File: src/rtl/led_sequencer.sv
module led_sequencer #(
  parameter int CLK_PER_MS   = 50000,
  parameter int RATE_HALF_MS = 100,
  parameter int TO_HALF_MS   = 250,
  parameter int ERR_FLASH_MS = 100,
  parameter int PKT_FLASH_MS = 400
) (
  input  logic clk,
  input  logic rst_n,
  input  logic pwrup_done,
  input  logic rate_bad,
  input  logic crc_err,
  input  logic bit_err,
  input  logic test_timeout,
  input  logic test_active,
  input  logic test_sw,
  input  logic remote_pkt,
  output logic err_led,
  output logic tm_led
);
  localparam int TW = $clog2(CLK_PER_MS + 1);
  localparam int RW = $clog2(RATE_HALF_MS + 1);
  localparam int OW = $clog2(TO_HALF_MS + 1);
  localparam int FW = $clog2(ERR_FLASH_MS + 1);
  localparam int PW = $clog2(PKT_FLASH_MS + 1);

  logic [TW-1:0] tcnt;
  logic          tick;
  logic          pwr_seen, rate_fault, rate_ph;
  logic [RW-1:0] rate_cnt;
  logic          to_blink, to_ph;
  logic [OW-1:0] to_cnt;
  logic [FW-1:0] flash_cnt;
  logic [PW-1:0] pkt_cnt;
  logic          err_evt;

  assign tick    = (tcnt == TW'(CLK_PER_MS - 1));
  assign err_evt = test_active ? bit_err : crc_err;

  always_ff @(posedge clk) begin
    if (!rst_n) tcnt <= '0;
    else        tcnt <= tick ? '0 : tcnt + 1'b1;
  end

  always_ff @(posedge clk) begin
    if (!rst_n) begin
      pwr_seen   <= 1'b0;
      rate_fault <= 1'b0;
    end else begin
      if (pwrup_done) pwr_seen <= 1'b1;
      if (pwrup_done && !pwr_seen && rate_bad) rate_fault <= 1'b1;
    end
  end

  always_ff @(posedge clk) begin
    if (!rst_n || !rate_fault) begin
      rate_cnt <= '0;
      rate_ph  <= 1'b1;
    end else if (tick) begin
      if (rate_cnt == RW'(RATE_HALF_MS - 1)) begin
        rate_cnt <= '0;
        rate_ph  <= ~rate_ph;
      end else begin
        rate_cnt <= rate_cnt + 1'b1;
      end
    end
  end

  always_ff @(posedge clk) begin
    if (!rst_n || !test_sw) to_blink <= 1'b0;
    else if (test_timeout)  to_blink <= 1'b1;
  end

  always_ff @(posedge clk) begin
    if (!rst_n || !to_blink) begin
      to_cnt <= '0;
      to_ph  <= 1'b1;
    end else if (tick) begin
      if (to_cnt == OW'(TO_HALF_MS - 1)) begin
        to_cnt <= '0;
        to_ph  <= ~to_ph;
      end else begin
        to_cnt <= to_cnt + 1'b1;
      end
    end
  end

  always_ff @(posedge clk) begin
    if (!rst_n)                      flash_cnt <= '0;
    else if (err_evt)                flash_cnt <= FW'(ERR_FLASH_MS);
    else if (tick && flash_cnt != 0) flash_cnt <= flash_cnt - 1'b1;
  end

  always_ff @(posedge clk) begin
    if (!rst_n)                    pkt_cnt <= '0;
    else if (remote_pkt)           pkt_cnt <= PW'(PKT_FLASH_MS);
    else if (tick && pkt_cnt != 0) pkt_cnt <= pkt_cnt - 1'b1;
  end

  assign err_led = rst_n && (rate_fault ? rate_ph : to_blink ? to_ph : (flash_cnt != 0));
  assign tm_led  = rst_n && (test_active ^ (pkt_cnt != 0));

  a_r2_flash_lights: assert property (@(posedge clk) disable iff (!rst_n)
    (err_evt && pwr_seen && !rate_fault && !to_blink && !test_timeout) |=> err_led);
  a_r4_fault_sticky: assert property (@(posedge clk) disable iff (!rst_n)
    rate_fault |=> rate_fault);
  a_r4_fault_origin: assert property (@(posedge clk) disable iff (!rst_n)
    $rose(rate_fault) |-> $past(rate_bad && pwrup_done && !pwr_seen));
  a_r5_switch_clears: assert property (@(posedge clk) disable iff (!rst_n)
    !test_sw |=> !to_blink);
  a_r8_pkt_inverts: assert property (@(posedge clk) disable iff (!rst_n)
    remote_pkt |=> (tm_led != test_active));
endmodule

File: config.mk
export PLATFORM = sky130hd
export DESIGN_NAME = led_sequencer
export DESIGN_NICKNAME = d
export VERILOG_FILES = /design/src/rtl/led_sequencer.sv
export SDC_FILE = /design/constraint.sdc
export NUM_CORES = 1
export LEC_CHECK = 0
export CORE_MARGIN = 5
export CORE_UTILIZATION = 60
export CTS_CLUSTER_SIZE = 25
export DETAILED_ROUTE_END_ITERATION = 10
export PLACE_DENSITY = 0.79
export SKIP_CTS_REPAIR_TIMING = 1
export SLEW_MARGIN = 20
export SYNTH_ARGS = -nofsm -noshare
export SYNTH_HDL_FRONTEND = slang
export SYNTH_SLANG_ARGS = --single-unit
File: constraint.sdc
create_clock -name clk -period 5.7 [get_ports clk]
set_clock_uncertainty 0.15 [all_clocks]
set_input_delay 1.425 -clock clk [delete_from_list [all_inputs] [get_ports clk]]
set_output_delay 1.425 -clock clk [all_outputs]
set_load 0.05 [all_outputs]
---- Yosys cells after proc, flatten, opt, wreduce, memory -nomap -nowiden ----
Index checks and enable logic that the tools add are counted.
operators by class
  add/sub/neg operators ................... 5
  eq/ne operators ......................... 3
  mux-type cells .......................... 9
  bitwise logic cells ..................... 4
  reduce and logical (&&, ||, !) cells .... 23
operator list
  cell                                                                 number
  7-bit two-way mux                                                    3
  9-bit two-way mux                                                    2
  16-bit by 1-bit adder with 16-bit output (second input constant)     1
  16-bit equality test (second input constant)                         1
  9-bit nonzero test                                                   1
  9-bit by 1-bit subtractor with 9-bit output (second input constant)  1
  8-bit by 1-bit adder with 8-bit output (second input constant)       1
  8-bit equality test (second input constant)                          1
  8-bit two-way mux                                                    1
  7-bit by 1-bit adder with 7-bit output (second input constant)       1
  7-bit equality test (second input constant)                          1
  7-bit nonzero test                                                   1
  7-bit by 1-bit subtractor with 7-bit output (second input constant)  1
  1-bit logical AND                                                    6
  2-bit OR reduction                                                   3
  1-bit zero test                                                      5
  2-bit AND reduction                                                  2
  2-bit nonzero test                                                   2
  1-bit logical OR                                                     3
  1-bit two-way mux                                                    3
  1-bit inverter                                                       3
  1-bit XOR                                                            1
storage, ports and cells
  register bits after elaboration ......... 52
  input port bits ......................... 10

---- Logic depth before layout (Yosys ltp) ----
  word-level depth ........................ 4
  depth in mapped cells ................... 7
  depth with buffers taken out ............ 6

---- Least setup slack after synthesis ----
OpenSTA, ideal clock, no wires.
  kind .................................... input -> output
  start point ............................. input port rst_n
  end point ............................... output port err_led
  arrival time ............................ 2.730 ns
  data required time ...................... 4.125 ns
  slack ................................... 1.395 ns
  stages .................................. 4
  cells stage by stage .................... clkbuf_1 -> inv_1 -> clkbuf_1 -> a21oi_1
between the ends
  cells in the longest elaborated chain, start to end .. 1
ends and longest elaborated chain
  element            line  text
  from (decl)        9     input logic rst_n,
  1-bit logical AND  100   assign err_led = rst_n && (rate_fault ? rate_ph : to_blink ? to_ph : (flash_cnt != 0));
  to (decl)          18    output logic err_led,
No other way between the ends.

---- Worst setup path after layout ----
Same ends and word-level chain as after synthesis.

==> implementation parameters <==
Parameter                              Value

Yosys
  Mapped cell area    0.002544 mm2
  Most used standard cell by instance count after synthesis    sky130_fd_sc_hd__dfxtp_1
  Cell taking the most area after synthesis    sky130_fd_sc_hd__dfxtp_1
  Share of synthesized registers carrying an async set or reset    0
  Most numerous cell types in the synthesized netlist    sky130_fd_sc_hd__dfxtp_1 (52), sky130_fd_sc_hd__a21oi_1 (26), sky130_fd_sc_hd__nor2_1 (25)
  Most frequently used flop master after synthesis    sky130_fd_sc_hd__dfxtp_1
  Number of synthesis warnings    0
  EDFF count, synth    0
  Post-synthesis instance total    between 200 and 300
  Number of synthesized register bits    52
  Unique masters post-synth    45
  Syn Nets    316
  Syn Area/Cell    8.507 um2
  Fraction of post-synthesis cell area in the top cell type by area    0.4092
  Area contributors post-synth    sky130_fd_sc_hd__dfxtp_1 (41%), sky130_fd_sc_hd__a21oi_1 (5.1%), sky130_fd_sc_hd__nor2_1 (3.7%)
  Seq/Total Area, Yosys    0.4092

Critical path
  Levels on crit path    5
  Crit. Startpoint    rst_n
  Maximum fanout count along the critical path    12
  Number of cells traversed by the worst register-to-register path    5
  FF-to-FF setup slack    3.09 ns
  Critical Path End    err_led
  Path type of the worst setup path    primary input to output pin
  Type of destination of the critical path    output pin
  Critical path arrival    between 3 and 4 ns
  Worst flop-to-flop path startpoint    tcnt[0]
  Chain of cells forming the critical path    clkdlybuf4s50_1 > buf_4 > inv_1 > a21oi_1 > clkdlybuf4s50_1
  Reg2reg end    flash_cnt[3]
  Cell type group with the largest total delay on the critical path    buffers and inverters
  Largest incremental delay on the critical path    between 0.8 and 0.9 ns
  CP max-delay cell    sky130_fd_sc_hd__clkdlybuf4s50_1
  Number of buffers and inverters on the critical path    4
  Critical path launch point type    primary input
  Required time of the worst setup path    a little over 4 ns
  Most prevalent standard cell on the critical path    sky130_fd_sc_hd__clkdlybuf4s50_1

Die
  Core ar.    0.004058 mm2
  Row Count    23
  Initial Utilization    0.6269
  Die area    0.005642 mm2
  Y dimension of the die    75.11 um
  # IOs    12
  Die width    around 75 um

Finish
  Area growth from synthesis to layout    10.33%
  Proportion of layout cells with a drive suffix above 1    0.07120
  Count of antenna diodes in the layout    0
  Non-filler cells, final    approximately 360
  Nets    325

Global route
  GRT Resource Usage Total    0.1910
  Largest net degree at the start of global routing    41
  Number of antenna violations at the first check in global routing    0
  Wire length of the first global-routing pass    8.562 mm
  Total congestion overflow    0
  Vias in the first global route    1987

CTS
  Number of buffers between clock root and the deepest sink    2
  H-tree levels    2
  Clock tree from TritonCTS    built
  Reg clk slew, reported paths    0.09 ns
  Number of CTS-inserted buffers    5
  Clk Tree Root Cell    sky130_fd_sc_hd__clkbuf_8
  Number of clock sinks seen by CTS    52
  Clock latency reported for the late side of the worst-skew pair    approximately 0.31 ns

STA
  Count of pins over their slew limit    0
  Final worst path period share    0.8437
  Setup repair after global routing missed its margin    no
  Final period demand of the worst path    about 4.8 ns
  Final Hold Violating Endpoints    0
  Number of setup violations in the final report    0
  Highest clock frequency the design can meet    207.9 MHz
  Transition at the pin with the smallest max-transition slack    about 0.57 ns
  Worst slew margin relative to its limit    0.6161
  Setup TNS after final layout    0 ns

Route
  Overall via count from detail_route    2220
  Via-per-instance ratio    6.184
  Remaining design rule violation count    0
  1st-iter DRT viols    108
  Wire length after detailed routing    4.905 mm
  DRT antenna net count    0
  WL/cell    about 14 um
  Pre-Repair DR Iteration Count    4

Power
  Cell leakage power    0.9462 nW
  Pwr Density    about 240 mW/mm2
  Worst-case vdd ir drop    ~0.16 mV

Worst hold path
  Kind of path behind the tightest hold check    flip-flop to flip-flop

Placed design
  Post-detail-place hpwl    between 3 and 4 mm
  Placed cells    351
  Placer congestion estimate    around 0.84
  I/O Buffers    11

Flow run
  Number of violations of the max-capacitance limit    0

Run status
  Outcome    finished clean
[worst register-to-register path, delay by kind of cell (launching register included)]
family	cells	cell delay (ns)
simple gates	3	1.64
flops	1	0.38
compound gates	1	0.16
fa+ha+maj	1	0.22
[routing by layer]
layer	global-route usage	vias up	wire [um]
met1	0.2426	1026	2336
met4	0.06917	0	61
met5	0	-	0
li1	-	1144	-
met2	0.3172	44	2282
met3	0.04272	6	224
[per-stage QoR]
stage	total power [mW]	util	hold slack, ns	setup slack (ns)	area [um2]
6_report	0.6826	0.6916	0.3026	0.8911	2806
5_1_grt	0.7106	0.6916	0.3529	0.7851	2806
4_1_cts	0.6906	0.6916	0.3072	0.8637	2806
3_5_place_dp	0.4332	0.6630	0.2851	0.8637	2690
3_3_place_gp	0.4318	0.6630	0.2808	0.8798	2690
2_1_floorplan	0.4153	-	0.2544	1.395	2544
[cell type report]
class                           count  area, um2
Timing Repair Buffer               13      125.1
Clock buffer                        5      68.82
Inverter                           14      52.55
Sequential cell                    52       1041
Tap cell                           50      62.56
Clock inverter                      3      47.55
Fill cell                         346       1251
Multi-Input combinational cell    222       1409
[where the power goes]
part	switching [mW]	total [mW]	internal, mW
clock	0.126	0.258	0.132
sequential	0.00517	0.375	0.369
combinational	0.0287	0.0501	0.0214
total	0.159	0.683	0.523
[how the worst min path moves through the flow]
| stage | startpoint | end | slack, ns | cells past startpoint |
|---|---|---|---|---|
| finish | rate_fault | rate_ph | 0.30 | 1 |
| global route | rate_fault | rate_ph | 0.35 | 1 |
| CTS | rate_fault | rate_ph | 0.31 | 1 |
| detailed placement | rate_fault | rate_ph | 0.29 | 1 |
| global placement | rate_fault | rate_ph | 0.28 | 1 |
| floorplan | rate_fault | rate_ph | 0.25 | 1 |
[placed cells by master, fill, tap and decap left out, drive strengths merged, types with 2 or more instances in the layout]
cell and n:
a211oi 2, a21oi 26, a311oi 6, a31oi 4, and3 6, and4 4
buf 2, clkbuf 5, clkdlybuf4s50 11, clkinv 2, dfxtp 52, ha 7
inv 14, mux2 2, nand2 20, nand3 18, nand3b 3, nand4 9
nand4b 3, nor2 25, nor3 9, nor4 5, o21ai 11, o31ai 7
o41ai 2, or2 5, or3 7, or4 13, or4b 3, xnor2 7
xor2 6
[state kept, by name, summed over array words and instances (netlist names), 7 cells and up]
name,flops
tcnt,16
pkt_cnt,9
to_cnt,8
flash_cnt,7
rate_cnt,7
[cells by family (layout without fill, tap and decap cells)]
group / Yosys count / count (layout) / share of synthesized area
flip-flops: 52 / 52 / 0.4092
AO/OA/AOI/OAI: 65 / 65 / 0.1599
XOR/XNOR: 13 / 13 / 0.04476
multiplexers: 3 / 3 / 0.01279
AND/OR/NAND/NOR: 134 / 134 / 0.2986
adder cells (fa/ha/maj): 7 / 7 / 0.03443
buffers and inverters: 25 / 35 / 0.04033
Note: power is estimated with default switching activity, not from simulation.
